==> src/rtl/tgt_pkg.sv <==
package tgt_pkg;
  typedef enum logic {ST_IDLE, ST_DATA} tgt_state_t;
  localparam logic [2:0] CMD_MEM_HI = 3'b011;
endpackage

==> src/rtl/tgt_addr_decode.sv <==
module tgt_addr_decode #(
  parameter int unsigned DW = 32,
  parameter logic [DW-1:0] BASE = 32'h8000_0000,
  parameter logic [DW-1:0] MASK = 32'hFFFF_0000
) (
  input  logic          clk,
  input  logic          rst,
  input  logic          bus_frame_n,
  input  logic          ini_ready_n,
  input  logic [DW-1:0] bus_ad_in,
  input  logic [3:0]    bus_cmd,
  output logic          hit_start
);
  import tgt_pkg::*;

  logic prev_frame_n, prev_ready_n;
  logic addr_phase, in_window, cmd_ok;

  always_ff @(posedge clk) begin
    if (rst) begin
      prev_frame_n <= 1'b1;
      prev_ready_n <= 1'b1;
    end else begin
      prev_frame_n <= bus_frame_n;
      prev_ready_n <= ini_ready_n;
    end
  end

  assign addr_phase = !bus_frame_n && prev_frame_n && prev_ready_n;
  assign in_window  = ((bus_ad_in ^ BASE) & MASK) == '0;
  assign cmd_ok     = bus_cmd[3:1] == CMD_MEM_HI;
  assign hit_start  = addr_phase && in_window && cmd_ok;
endmodule

==> src/rtl/tgt_term_fsm.sv <==
module tgt_term_fsm (
  input  logic clk,
  input  logic rst,
  input  logic bus_frame_n,
  input  logic ini_ready_n,
  input  logic hit_start,
  input  logic lb_ready,
  input  logic lb_retry,
  input  logic lb_disc,
  output logic sel_q,
  output logic rdy_q,
  output logic stop_q,
  output logic accept,
  output logic xfer,
  output logic load
);
  import tgt_pkg::*;

  tgt_state_t state, nxt_state;
  logic nxt_sel, nxt_rdy, nxt_stop;
  logic pend_retry, pend_disc, rty, dsc, hold;

  assign accept = (state == ST_IDLE) && hit_start;
  assign xfer   = (state == ST_DATA) && rdy_q && !ini_ready_n;
  assign hold   = rdy_q && ini_ready_n;
  assign rty    = pend_retry || lb_retry;
  assign dsc    = pend_disc || lb_disc;

  always_comb begin
    nxt_state = state;
    nxt_sel   = sel_q;
    nxt_rdy   = rdy_q;
    nxt_stop  = stop_q;
    load      = 1'b0;
    case (state)
      ST_IDLE: begin
        nxt_sel  = 1'b0;
        nxt_rdy  = 1'b0;
        nxt_stop = 1'b0;
        if (hit_start) begin
          nxt_state = ST_DATA;
          nxt_sel   = 1'b1;
        end
      end
      ST_DATA: begin
        if (bus_frame_n && ini_ready_n) begin
          nxt_state = ST_IDLE;
          nxt_sel = 1'b0; nxt_rdy = 1'b0; nxt_stop = 1'b0;
        end else if (hold) begin
          nxt_rdy = 1'b1;
        end else if (stop_q) begin
          nxt_rdy = 1'b0;
          if (bus_frame_n) begin
            nxt_state = ST_IDLE;
            nxt_sel = 1'b0; nxt_stop = 1'b0;
          end
        end else if (xfer && bus_frame_n) begin
          nxt_state = ST_IDLE;
          nxt_sel = 1'b0; nxt_rdy = 1'b0;
        end else if (rty) begin
          nxt_stop = 1'b1;
          nxt_rdy  = 1'b0;
        end else if (lb_ready) begin
          nxt_rdy  = 1'b1;
          nxt_stop = dsc;
          load     = 1'b1;
        end else begin
          nxt_rdy = 1'b0;
        end
      end
      default: nxt_state = ST_IDLE;
    endcase
  end

  always_ff @(posedge clk) begin
    if (rst) begin
      state  <= ST_IDLE;
      sel_q  <= 1'b0;
      rdy_q  <= 1'b0;
      stop_q <= 1'b0;
    end else begin
      state  <= nxt_state;
      sel_q  <= nxt_sel;
      rdy_q  <= nxt_rdy;
      stop_q <= nxt_stop;
    end
  end

  always_ff @(posedge clk) begin
    if (rst || state == ST_IDLE) begin
      pend_retry <= 1'b0;
      pend_disc  <= 1'b0;
    end else begin
      pend_retry <= rty;
      pend_disc  <= dsc;
    end
  end

  assert_claim_on_hit_R2: assert property (@(posedge clk) disable iff (rst)
    $rose(sel_q) |-> $past(hit_start));
  assert_ready_after_sel_R3: assert property (@(posedge clk) disable iff (rst)
    $rose(rdy_q) |-> $past(sel_q));
  assert_last_release_R5: assert property (@(posedge clk) disable iff (rst)
    (rdy_q && !ini_ready_n && bus_frame_n) |=> (!rdy_q && !sel_q));
  assert_no_data_after_stop_R6: assert property (@(posedge clk) disable iff (rst)
    (stop_q && !rdy_q) |=> !rdy_q);
  assert_hold_offer_R8: assert property (@(posedge clk) disable iff (rst)
    (rdy_q && ini_ready_n && !bus_frame_n) |=> rdy_q);
  assert_stop_held_R9: assert property (@(posedge clk) disable iff (rst)
    (stop_q && !bus_frame_n) |=> stop_q);
  assert_idle_release_R10: assert property (@(posedge clk) disable iff (rst)
    (sel_q && bus_frame_n && ini_ready_n) |=> !sel_q);
endmodule

==> src/rtl/tgt_datapath.sv <==
module tgt_datapath #(
  parameter int unsigned DW = 32,
  localparam int unsigned BW = DW / 8
) (
  input  logic          clk,
  input  logic          rst,
  input  logic          accept,
  input  logic          xfer,
  input  logic          load,
  input  logic [DW-1:0] bus_ad_in,
  input  logic          cmd_write,
  input  logic [BW-1:0] bus_be_n,
  input  logic [DW-1:0] lb_rd_data,
  output logic [DW-1:0] rd_out,
  output logic          wr_valid,
  output logic [DW-1:0] wr_data,
  output logic [BW-1:0] wr_be,
  output logic [DW-1:0] addr,
  output logic          is_write
);
  localparam logic [DW-1:0] WORD_STEP = DW'(BW);
  localparam logic [DW-1:0] ALIGN     = ~(WORD_STEP - 1'b1);

  always_ff @(posedge clk) begin
    if (rst) begin
      addr     <= '0;
      is_write <= 1'b0;
    end else if (accept) begin
      addr     <= bus_ad_in & ALIGN;
      is_write <= cmd_write;
    end else if (xfer) begin
      addr <= addr + WORD_STEP;
    end
  end

  always_ff @(posedge clk) begin
    if (rst) begin
      wr_valid <= 1'b0;
      wr_data  <= '0;
      wr_be    <= '0;
    end else begin
      wr_valid <= xfer && is_write;
      if (xfer && is_write) begin
        wr_data <= bus_ad_in;
        wr_be   <= ~bus_be_n;
      end
    end
  end

  always_ff @(posedge clk) begin
    if (rst)       rd_out <= '0;
    else if (load) rd_out <= lb_rd_data;
  end

  assert_wr_from_xfer_R3: assert property (@(posedge clk) disable iff (rst)
    wr_valid |-> $past(xfer));
  assert_rd_stable_R4: assert property (@(posedge clk) disable iff (rst)
    !$past(load) |-> $stable(rd_out));
endmodule

==> src/rtl/tgt_term_ctrl.sv <==
module tgt_term_ctrl #(
  parameter int unsigned DW = 32,
  parameter logic [DW-1:0] BASE = 32'h8000_0000,
  parameter logic [DW-1:0] MASK = 32'hFFFF_0000,
  localparam int unsigned BW = DW / 8
) (
  input  logic          clk,
  input  logic          rst,
  input  logic          bus_frame_n,
  input  logic          ini_ready_n,
  input  logic [DW-1:0] bus_ad_in,
  input  logic [3:0]    bus_cmd,
  input  logic [BW-1:0] bus_be_n,
  output logic          tgt_sel_n,
  output logic          tgt_ready_n,
  output logic          tgt_stop_n,
  output logic [DW-1:0] tgt_ad_out,
  input  logic          lb_ready,
  input  logic [DW-1:0] lb_rd_data,
  input  logic          lb_retry,
  input  logic          lb_disc,
  output logic          lb_rd_take,
  output logic          lb_wr_valid,
  output logic [DW-1:0] lb_wr_data,
  output logic [BW-1:0] lb_wr_be,
  output logic [DW-1:0] lb_addr,
  output logic          lb_write
);
  logic hit_start, sel_q, rdy_q, stop_q, accept, xfer, load;

  tgt_addr_decode #(.DW(DW), .BASE(BASE), .MASK(MASK)) u_dec (
    .clk(clk), .rst(rst), .bus_frame_n(bus_frame_n), .ini_ready_n(ini_ready_n),
    .bus_ad_in(bus_ad_in), .bus_cmd(bus_cmd), .hit_start(hit_start)
  );

  tgt_term_fsm u_fsm (
    .clk(clk), .rst(rst), .bus_frame_n(bus_frame_n), .ini_ready_n(ini_ready_n),
    .hit_start(hit_start), .lb_ready(lb_ready), .lb_retry(lb_retry),
    .lb_disc(lb_disc), .sel_q(sel_q), .rdy_q(rdy_q), .stop_q(stop_q),
    .accept(accept), .xfer(xfer), .load(load)
  );

  tgt_datapath #(.DW(DW)) u_dp (
    .clk(clk), .rst(rst), .accept(accept), .xfer(xfer), .load(load),
    .bus_ad_in(bus_ad_in), .cmd_write(bus_cmd[0]), .bus_be_n(bus_be_n),
    .lb_rd_data(lb_rd_data), .rd_out(tgt_ad_out), .wr_valid(lb_wr_valid),
    .wr_data(lb_wr_data), .wr_be(lb_wr_be), .addr(lb_addr), .is_write(lb_write)
  );

  assign tgt_sel_n   = ~sel_q;
  assign tgt_ready_n = ~rdy_q;
  assign tgt_stop_n  = ~stop_q;
  assign lb_rd_take  = load && !lb_write;
endmodule

==> config.mk <==
export PLATFORM = sky130hd
export DESIGN_NAME = tgt_term_ctrl
export DESIGN_NICKNAME = d
export VERILOG_FILES = /design/src/rtl/tgt_pkg.sv /design/src/rtl/tgt_addr_decode.sv /design/src/rtl/tgt_term_fsm.sv /design/src/rtl/tgt_datapath.sv /design/src/rtl/tgt_term_ctrl.sv
export SDC_FILE = /design/constraint.sdc
export NUM_CORES = 1
export LEC_CHECK = 0
export BUFFER_PORTS_ARGS = -buffer_cell sky130_fd_sc_hd__buf_2
export CELL_PAD_IN_SITES_DETAIL_PLACEMENT = 1
export CELL_PAD_IN_SITES_GLOBAL_PLACEMENT = 2
export CORE_MARGIN = 5
export CORE_UTILIZATION = 28
export DETAILED_ROUTE_END_ITERATION = 10
export PLACE_DENSITY = 0.9
export SETUP_SLACK_MARGIN = 0.15
export SYNTH_ARGS = -nofsm -noshare
export SYNTH_HDL_FRONTEND = slang
export SYNTH_SLANG_ARGS = --single-unit
==> constraint.sdc <==
create_clock -name clk -period 3.2 [get_ports clk]
set_input_delay 0 -clock clk [delete_from_list [all_inputs] [get_ports clk]]
set_output_delay 0 -clock clk [all_outputs]
set_load 0.1 [all_outputs]
==> out/summary.txt, run 1 <==
Outcome -> completed
TritonCTS clock tree -> yes
Min-delay src -> lb_ready
Post-Place Setup Slack -> 0.999 ns
Setup crit start kind -> flip-flop
Clk root buf -> sky130_fd_sc_hd__clkbuf_16
Final GP Congestion -> 0.807
Maximum vdd ir drop -> 0.257 mV
Number of flops mapped to enable cells by yosys -> 0
Setup-failing EPs final -> 0
Critical path arrival -> 2.44 ns
Total leakage power -> 2.77 nW
H-tree levels -> 3
Worst setup EP type -> output pin
Fraction of layout cells with a size suffix above 1 -> 26.4%
Post-synth cell types -> 59
Routed via count divided by cell count -> 5.08
Max Clock Skew -> 0.00857 ns
Placed cell count -> 965
CTS sink cnt -> 108
Initial Util -> 28.5%
Finished Layout Cells -> 1056
Cell count of the worst reg-to-reg path -> 4
Fin crit share -> 76.1%
Filler instances -> 2038
Final Hold Viols -> 0
Number of vias in the routed layout -> 5360
Number of storage elements in the synthesis netlist -> 108
Crit path required time -> 3.20 ns
Total die area -> 19600 sq um
Count of warnings emitted by yosys -> 0
Post-synthesis to final-layout area growth -> 45.2%
Post-Synthesis Cells -> 596
Number of CTS-inserted buffers -> 9
Final layout net count -> 909
Worst R2R Setup Slack -> 0.99 ns
Vertical die dimension -> 140 microns
Sum of negative setup slack -> 0 ns
Slew HR -> 52.3%
CP Class -> reg -> out
Leading post-synthesis cells by cell area -> sky130_fd_sc_hd__dfxtp_1 46%, sky130_fd_sc_hd__nand2_1 12%, sky130_fd_sc_hd__a21oi_1 7.8%
Finished layout cell area -> 6860 sq um
Fin worst setup slack -> 0.765 ns
Detailed placement HPWL -> 12700 microns
Worst-path maximum fanout -> 33
Drt initial violations -> 173
Area share of the largest cell type after synthesis -> 45.8%
FP Rows -> 47
Wire length of the first global-routing pass -> 30100 microns
Final routed DRC violation total -> 0
Share of async-settable or async-resettable flops after synthesis -> 0%
Pwr dens -> 395 nW/um^2
First-pass detailed-route iteration total -> 4
IO Port Bufs -> 182
Top flip-flop cell by instance count after synthesis -> sky130_fd_sc_hd__dfxtp_1
Instance area at placement -> 5820 sq um
Pin count of the biggest net entering global routing -> 55
Clock-pin transition on the worst setup and hold timing paths -> 0.07 ns
Clock latency of the later-clocked register in the worst-skew pair -> 0.36 ns
Crit Reg-Reg Startpoint -> u_dp.addr[9]
Via count of the first global-routing pass -> 5522
Area of the mapped netlist -> 4720 sq um
Classification of the worst-slack hold path -> in -> reg
Number of gates resized after CTS -> 0
Clock Tree Buf Depth -> 2
Mean Syn Cell Area -> 7.92 sq um
Number of antenna violations at the first check in global routing -> 4
Final worst path period need -> 2.44 ns
Max Transition Viols Final -> 0
Die outline width -> 140 microns
Total wirelength of the detailed-routed design -> 19000 microns
Commonest cells post-synth -> 150 x sky130_fd_sc_hd__nand2_1, 108 x sky130_fd_sc_hd__dfxtp_1, 74 x sky130_fd_sc_hd__a21oi_1
Antenna violation net count after detailed routing -> 0
Top-count cell post-synth -> sky130_fd_sc_hd__nand2_1
Worst-case hold path end point -> u_fsm.rdy_q
Fmax achieved -> 411 MHz
Area inside the core boundary -> 16600 sq um
Total of max-cap violations -> 0
Hold-critical path depth -> 4
Measured slew at the worst slew-check pin -> 0.714 ns
Capture point of the worst reg-to-reg path -> u_dp.addr[31]
Number of ports placed on the die boundary -> 185
Setup repair after global routing missed its margin -> no
Combined global-route utilization of all metal layers -> 19.0%
Leftover overflow at the end of global routing -> 0
Average detailed-routed wire length per instance -> 18.0 microns
Largest area contributor in the synthesized netlist -> sky130_fd_sc_hd__dfxtp_1
Fraction of the yosys area taken by sequential cells -> 45.8%
power by group:
group | leakage, nW | internal, W | switching, W
combinational | 1.75 | 0.000104 | 0.0000882
clock | 0.143 | 0.000614 | 0.000561
sequential | 0.870 | 0.00134 | 0.000000625
total | 2.77 | 0.00206 | 0.000649
layer usage:
metal / track usage (%) / wire, microns / up-vias
met5: 0 / 13 / -
li1: - / - / 2601
met2: 31.9 / 9240 / 164
met4: 6.37 / 405 / 2
met3: 6.42 / 1380 / 32
met1: 22.8 / 7960 / 2561
per-stage QoR:
step           util, %  hold WS, ns  total power, W
5_1_grt           41.4        0.103         0.00280
2_1_floorplan        -       0.0964         0.00142
6_report          41.4       0.0904         0.00271
3_3_place_gp      35.1        0.179         0.00149
4_1_cts           41.3       0.0804         0.00273
3_5_place_dp      35.1        0.188         0.00149
cells by family (layout without fill, tap and decap cells):
| logic type | count (synthesis) | after routing | synth area share, % |
|---|---|---|---|
| buffers and inverters | 54 | 290 | 4.58 |
| adder cells (fa/ha/maj) | 1 | 1 | 0.265 |
| AND/OR/NAND/NOR | 276 | 276 | 28.0 |
| AO/OA/AOI/OAI | 153 | 153 | 20.7 |
| other | 1 | 5 | 0.0794 |
| flip-flops | 108 | 108 | 45.8 |
| XOR/XNOR | 3 | 3 | 0.557 |
worst max-delay path, stage by stage, from the launching register on:
cell and delay, ns:
sky130_fd_sc_hd__dfxtp_1 0.36, sky130_fd_sc_hd__nor4b_1 0.64, sky130_fd_sc_hd__o211ai_1 0.19, sky130_fd_sc_hd__buf_4 0.29, sky130_fd_sc_hd__nor2_1 0.14, sky130_fd_sc_hd__buf_2 0.44
registers in the layout (all words and copies together) (netlist names), 4 cells and up:
signal and flops:
u_dp.wr_be 4, u_dp.wr_data 32, u_dp.rd_out 32, u_dp.addr 30
worst max-delay path by stage:
stage / slack, ns / start / end / cells past startpoint
final: 0.76 / u_fsm.stop_q / lb_rd_take / 5
after global routing: 0.59 / u_fsm.stop_q / lb_rd_take / 5
after CTS: 0.77 / u_fsm.stop_q / lb_rd_take / 5
after detailed placement: 1.0 / u_dp.addr[9] / u_dp.addr[31] / 4
after global placement: 1.07 / u_dp.addr[9] / u_dp.addr[26] / 4
after floorplan: 0.42 / u_dp.addr[9] / u_dp.addr[26] / 6
cell type report:
cell class / instances / area [sq um] / share of cell area, %
Multi-Input combinational cell: 435 / 2350 / 34.2
Sequential cell: 108 / 2160 / 31.5
Timing Repair Buffer: 268 / 1740 / 25.4
Tap cell: 220 / 275 / 4.01
Clock buffer: 9 / 225 / 3.28
Clock inverter: 6 / 72.6 / 1.06
Inverter: 7 / 26.3 / 0.383
Antenna cell: 3 / 7.51 / 0.109
placed cells by master (no fill, tap or decap), types with 4 or more instances in the layout:
master and instances:
sky130_fd_sc_hd__a211oi_1 7, sky130_fd_sc_hd__a21oi_1 74, sky130_fd_sc_hd__a221o_1 5, sky130_fd_sc_hd__a31oi_1 12, sky130_fd_sc_hd__and3_1 7, sky130_fd_sc_hd__and4_1 4, sky130_fd_sc_hd__buf_2 181, sky130_fd_sc_hd__buf_4 14
sky130_fd_sc_hd__clkbuf_16 9, sky130_fd_sc_hd__dfxtp_1 108, sky130_fd_sc_hd__dlygate4sd3_1 73, sky130_fd_sc_hd__inv_1 7, sky130_fd_sc_hd__nand2_1 150, sky130_fd_sc_hd__nand3_1 21, sky130_fd_sc_hd__nand4_1 15, sky130_fd_sc_hd__nor2_1 24
sky130_fd_sc_hd__nor3_1 9, sky130_fd_sc_hd__nor4_1 6, sky130_fd_sc_hd__nor4b_1 4, sky130_fd_sc_hd__o211ai_1 10, sky130_fd_sc_hd__o21ai_0 10, sky130_fd_sc_hd__o31ai_1 5, sky130_fd_sc_hd__or2_2 6, sky130_fd_sc_hd__or3_1 4
sky130_fd_sc_hd__or4_1 9
timing repair:
item / in CTS / in global routing
buffers inserted: 0 / 0
hold buffers: 73 / 0
endpoints found under the setup margin: 0 / 0
endpoints found under the hold margin: 84 / 0
No activity file was read; power rests on OpenSTA's default activity.
==> inputs of run 2 (changes only) <==
--- a/config.mk
+++ b/config.mk
@@ -9,9 +9,9 @@
 export CELL_PAD_IN_SITES_DETAIL_PLACEMENT = 1
 export CELL_PAD_IN_SITES_GLOBAL_PLACEMENT = 2
 export CORE_MARGIN = 5
-export CORE_UTILIZATION = 28
+export CORE_UTILIZATION = 24
 export DETAILED_ROUTE_END_ITERATION = 10
-export PLACE_DENSITY = 0.9
+export PLACE_DENSITY = 0.83
 export SETUP_SLACK_MARGIN = 0.15
 export SYNTH_ARGS = -nofsm -noshare
 export SYNTH_HDL_FRONTEND = slang
==> constraint.sdc (replaced) <==
create_clock -name clk -period 2.1 [get_ports clk]
set_input_delay 0 -clock clk [delete_from_list [all_inputs] [get_ports clk]]
set_output_delay 0 -clock clk [all_outputs]
set_load 0.1 [all_outputs]
==> out/summary.txt, run 2 (synthesized netlist as in run 1, its figures left out) <==
Outcome -> completed
Finished Layout Cells -> 1119
Crit Reg-Reg Startpoint -> u_dp.addr[2]
Met1 Track Usage GR -> 20.1%
Clock latency of the later-clocked register in the worst-skew pair -> 0.36 ns
Global routing's busiest layer -> met2
Hold_ws -> 0.0140 ns
Total die area -> 22600 sq um
CP Class -> reg -> reg
Measured slew at the worst slew-check pin -> 0.530 ns
Clock Tree Buf Depth -> 2
Number of ports placed on the die boundary -> 185
Die outline width -> 150 microns
Max Transition Viols Final -> 0
Total leakage power -> 2.89 nW
Classification of the worst-slack hold path -> in -> reg
Worst-path maximum fanout -> 7
Drt initial violations -> 162
Final layout net count -> 927
Fmax achieved -> 540 MHz
H-tree levels -> 3
Vertical die dimension -> 150 microns
Leftover overflow at the end of global routing -> 0
Pwr dens -> 558 nW/um^2
Sum of negative setup slack -> 0 ns
Final Hold Viols -> 0
Number of CTS-inserted buffers -> 9
Setup-failing EPs final -> 0
Detailed placement HPWL -> 13300 microns
Cell count of the worst reg-to-reg path -> 5
Slew HR -> 64.9%
Wire length of the first global-routing pass -> 30600 microns
Crit path required time -> 2.34 ns
Routed via count divided by cell count -> 4.87
Filler instances -> 2333
Setup crit start kind -> flip-flop
Share of the core filled with cells -> 37.2%
Total of max-cap violations -> 0
Final GP Congestion -> 0.802
Via count of the first global-routing pass -> 5717
Post-synthesis to final-layout area growth -> 52.7%
Clock-pin transition on the worst setup and hold timing paths -> 0.08 ns
Total wirelength of the detailed-routed design -> 19500 microns
TritonCTS clock tree -> yes
Placed cell count -> 1025
Most common cell after layout, fill and taps aside -> sky130_fd_sc_hd__buf_2
CTS sink cnt -> 108
Final worst path period need -> 1.85 ns
Number of vias in the routed layout -> 5451
Initial Util -> 24.3%
Worst setup EP type -> flip-flop
Source of the critical timing path -> u_dp.addr[2]
Capture point of the worst reg-to-reg path -> u_dp.addr[26]
Number of antenna violations at the first check in global routing -> 1
First-pass detailed-route iteration total -> 4
IO Port Bufs -> 182
Worst R2R Setup Slack -> 0.25 ns
Critical path arrival -> 2.09 ns
Most frequent cells in the layout -> 180 x sky130_fd_sc_hd__buf_2, 150 x sky130_fd_sc_hd__nand2_1, 81 x sky130_fd_sc_hd__dfxtp_1, 74 x sky130_fd_sc_hd__a21oi_1, 71 x sky130_fd_sc_hd__dlygate4sd3_1
Capture point of the critical path -> u_dp.addr[26]
Average detailed-routed wire length per instance -> 17.5 microns
Fin crit share -> 88.2%
Combined global-route utilization of all metal layers -> 17.1%
Antenna violation net count after detailed routing -> 0
Area inside the core boundary -> 19400 sq um
Clk root buf -> sky130_fd_sc_hd__clkbuf_16
Max Clock Skew -> 0.0114 ns
Met3 usage in global routing -> 6.14%
FP Rows -> 51
Largest regs -> u_dp.rd_out: 32 flops, u_dp.wr_data: 32 flops, u_dp.addr: 30 flops
Fraction of layout cells with a size suffix above 1 -> 32.2%
Maximum vdd ir drop -> 0.360 mV
Setup repair after global routing missed its margin -> yes
Total power consumption of the routed design -> 0.00402 W
Met2 track demand over resource -> 29.4%
Final routed DRC violation total -> 0
Pin count of the biggest net entering global routing -> 43
run 2: power breakdown:
part / leakage (nW) / switching [W] / internal, W
logic: 1.86 / 0.000134 / 0.000162
registers: 0.890 / 0.000000769 / 0.00202
clock network: 0.141 / 0.000849 / 0.000856
run 2: through the flow:
| step | worst slack, ns | cell area [sq um] |
|---|---|---|
| final | 0.249 | 7210 |
| after global routing | 0.142 | 7210 |
| after CTS | 0.164 | 7140 |
| after detailed placement | 0.165 | 6130 |
| after global placement | 0.188 | 6130 |
| after floorplan | -0.0189 | 4860 |
run 2: timing repair:
action                                  4_1_cts  5_1_grt
buffers inserted                              0        4
hold endpoints to repair                     80        0
pin swaps                                     0        3
hold buffers                                 71        0
gates cloned                                  0        1
endpoints found under the setup margin        2       47
resized for setup                             2        9
run 2: cell type report:
cell class / instances / area, sq um / share of cell area, %
well taps: 265 / 332 / 4.60
flip-flops and latches: 108 / 2250 / 31.2
multi-input cells: 435 / 2380 / 33.0
repair buffers: 286 / 1930 / 26.8
diodes: 2 / 5.00 / 0.0694
inverters: 7 / 26.3 / 0.364
clock inverters: 5 / 43.8 / 0.607
clock buffers: 11 / 243 / 3.37
run 2: how the worst min path moves through the flow:
stage | from | end | slack (ns) | cells past startpoint
CTS | ini_ready_n | u_dec.prev_ready_n | 0.004 | 2
finish | ini_ready_n | u_dec.prev_ready_n | 0.01 | 2
global route | ini_ready_n | u_dec.prev_ready_n | 0.01 | 2
floorplan | bus_be_n[0] | u_dp.wr_be[0] | 0.1 | 1
detailed placement | bus_be_n[1] | u_dp.wr_be[1] | 0.18 | 2
global placement | bus_be_n[1] | u_dp.wr_be[1] | 0.18 | 2
run 2: worst max-delay path, stage by stage, from the launching register on:
cell and delay, ns:
sky130_fd_sc_hd__dfxtp_4 0.38, sky130_fd_sc_hd__ha_1 0.22, sky130_fd_sc_hd__and3_1 0.26, sky130_fd_sc_hd__nand2_1 0.18, sky130_fd_sc_hd__o311a_2 0.44, sky130_fd_sc_hd__a221o_1 0.25
run 2: routing by layer:
metal | wire length [microns] | part of all wire, %
met5 | 13 | 0.066
met4 | 326 | 1.7
met3 | 1480 | 7.6
met2 | 9570 | 49
met1 | 8150 | 42
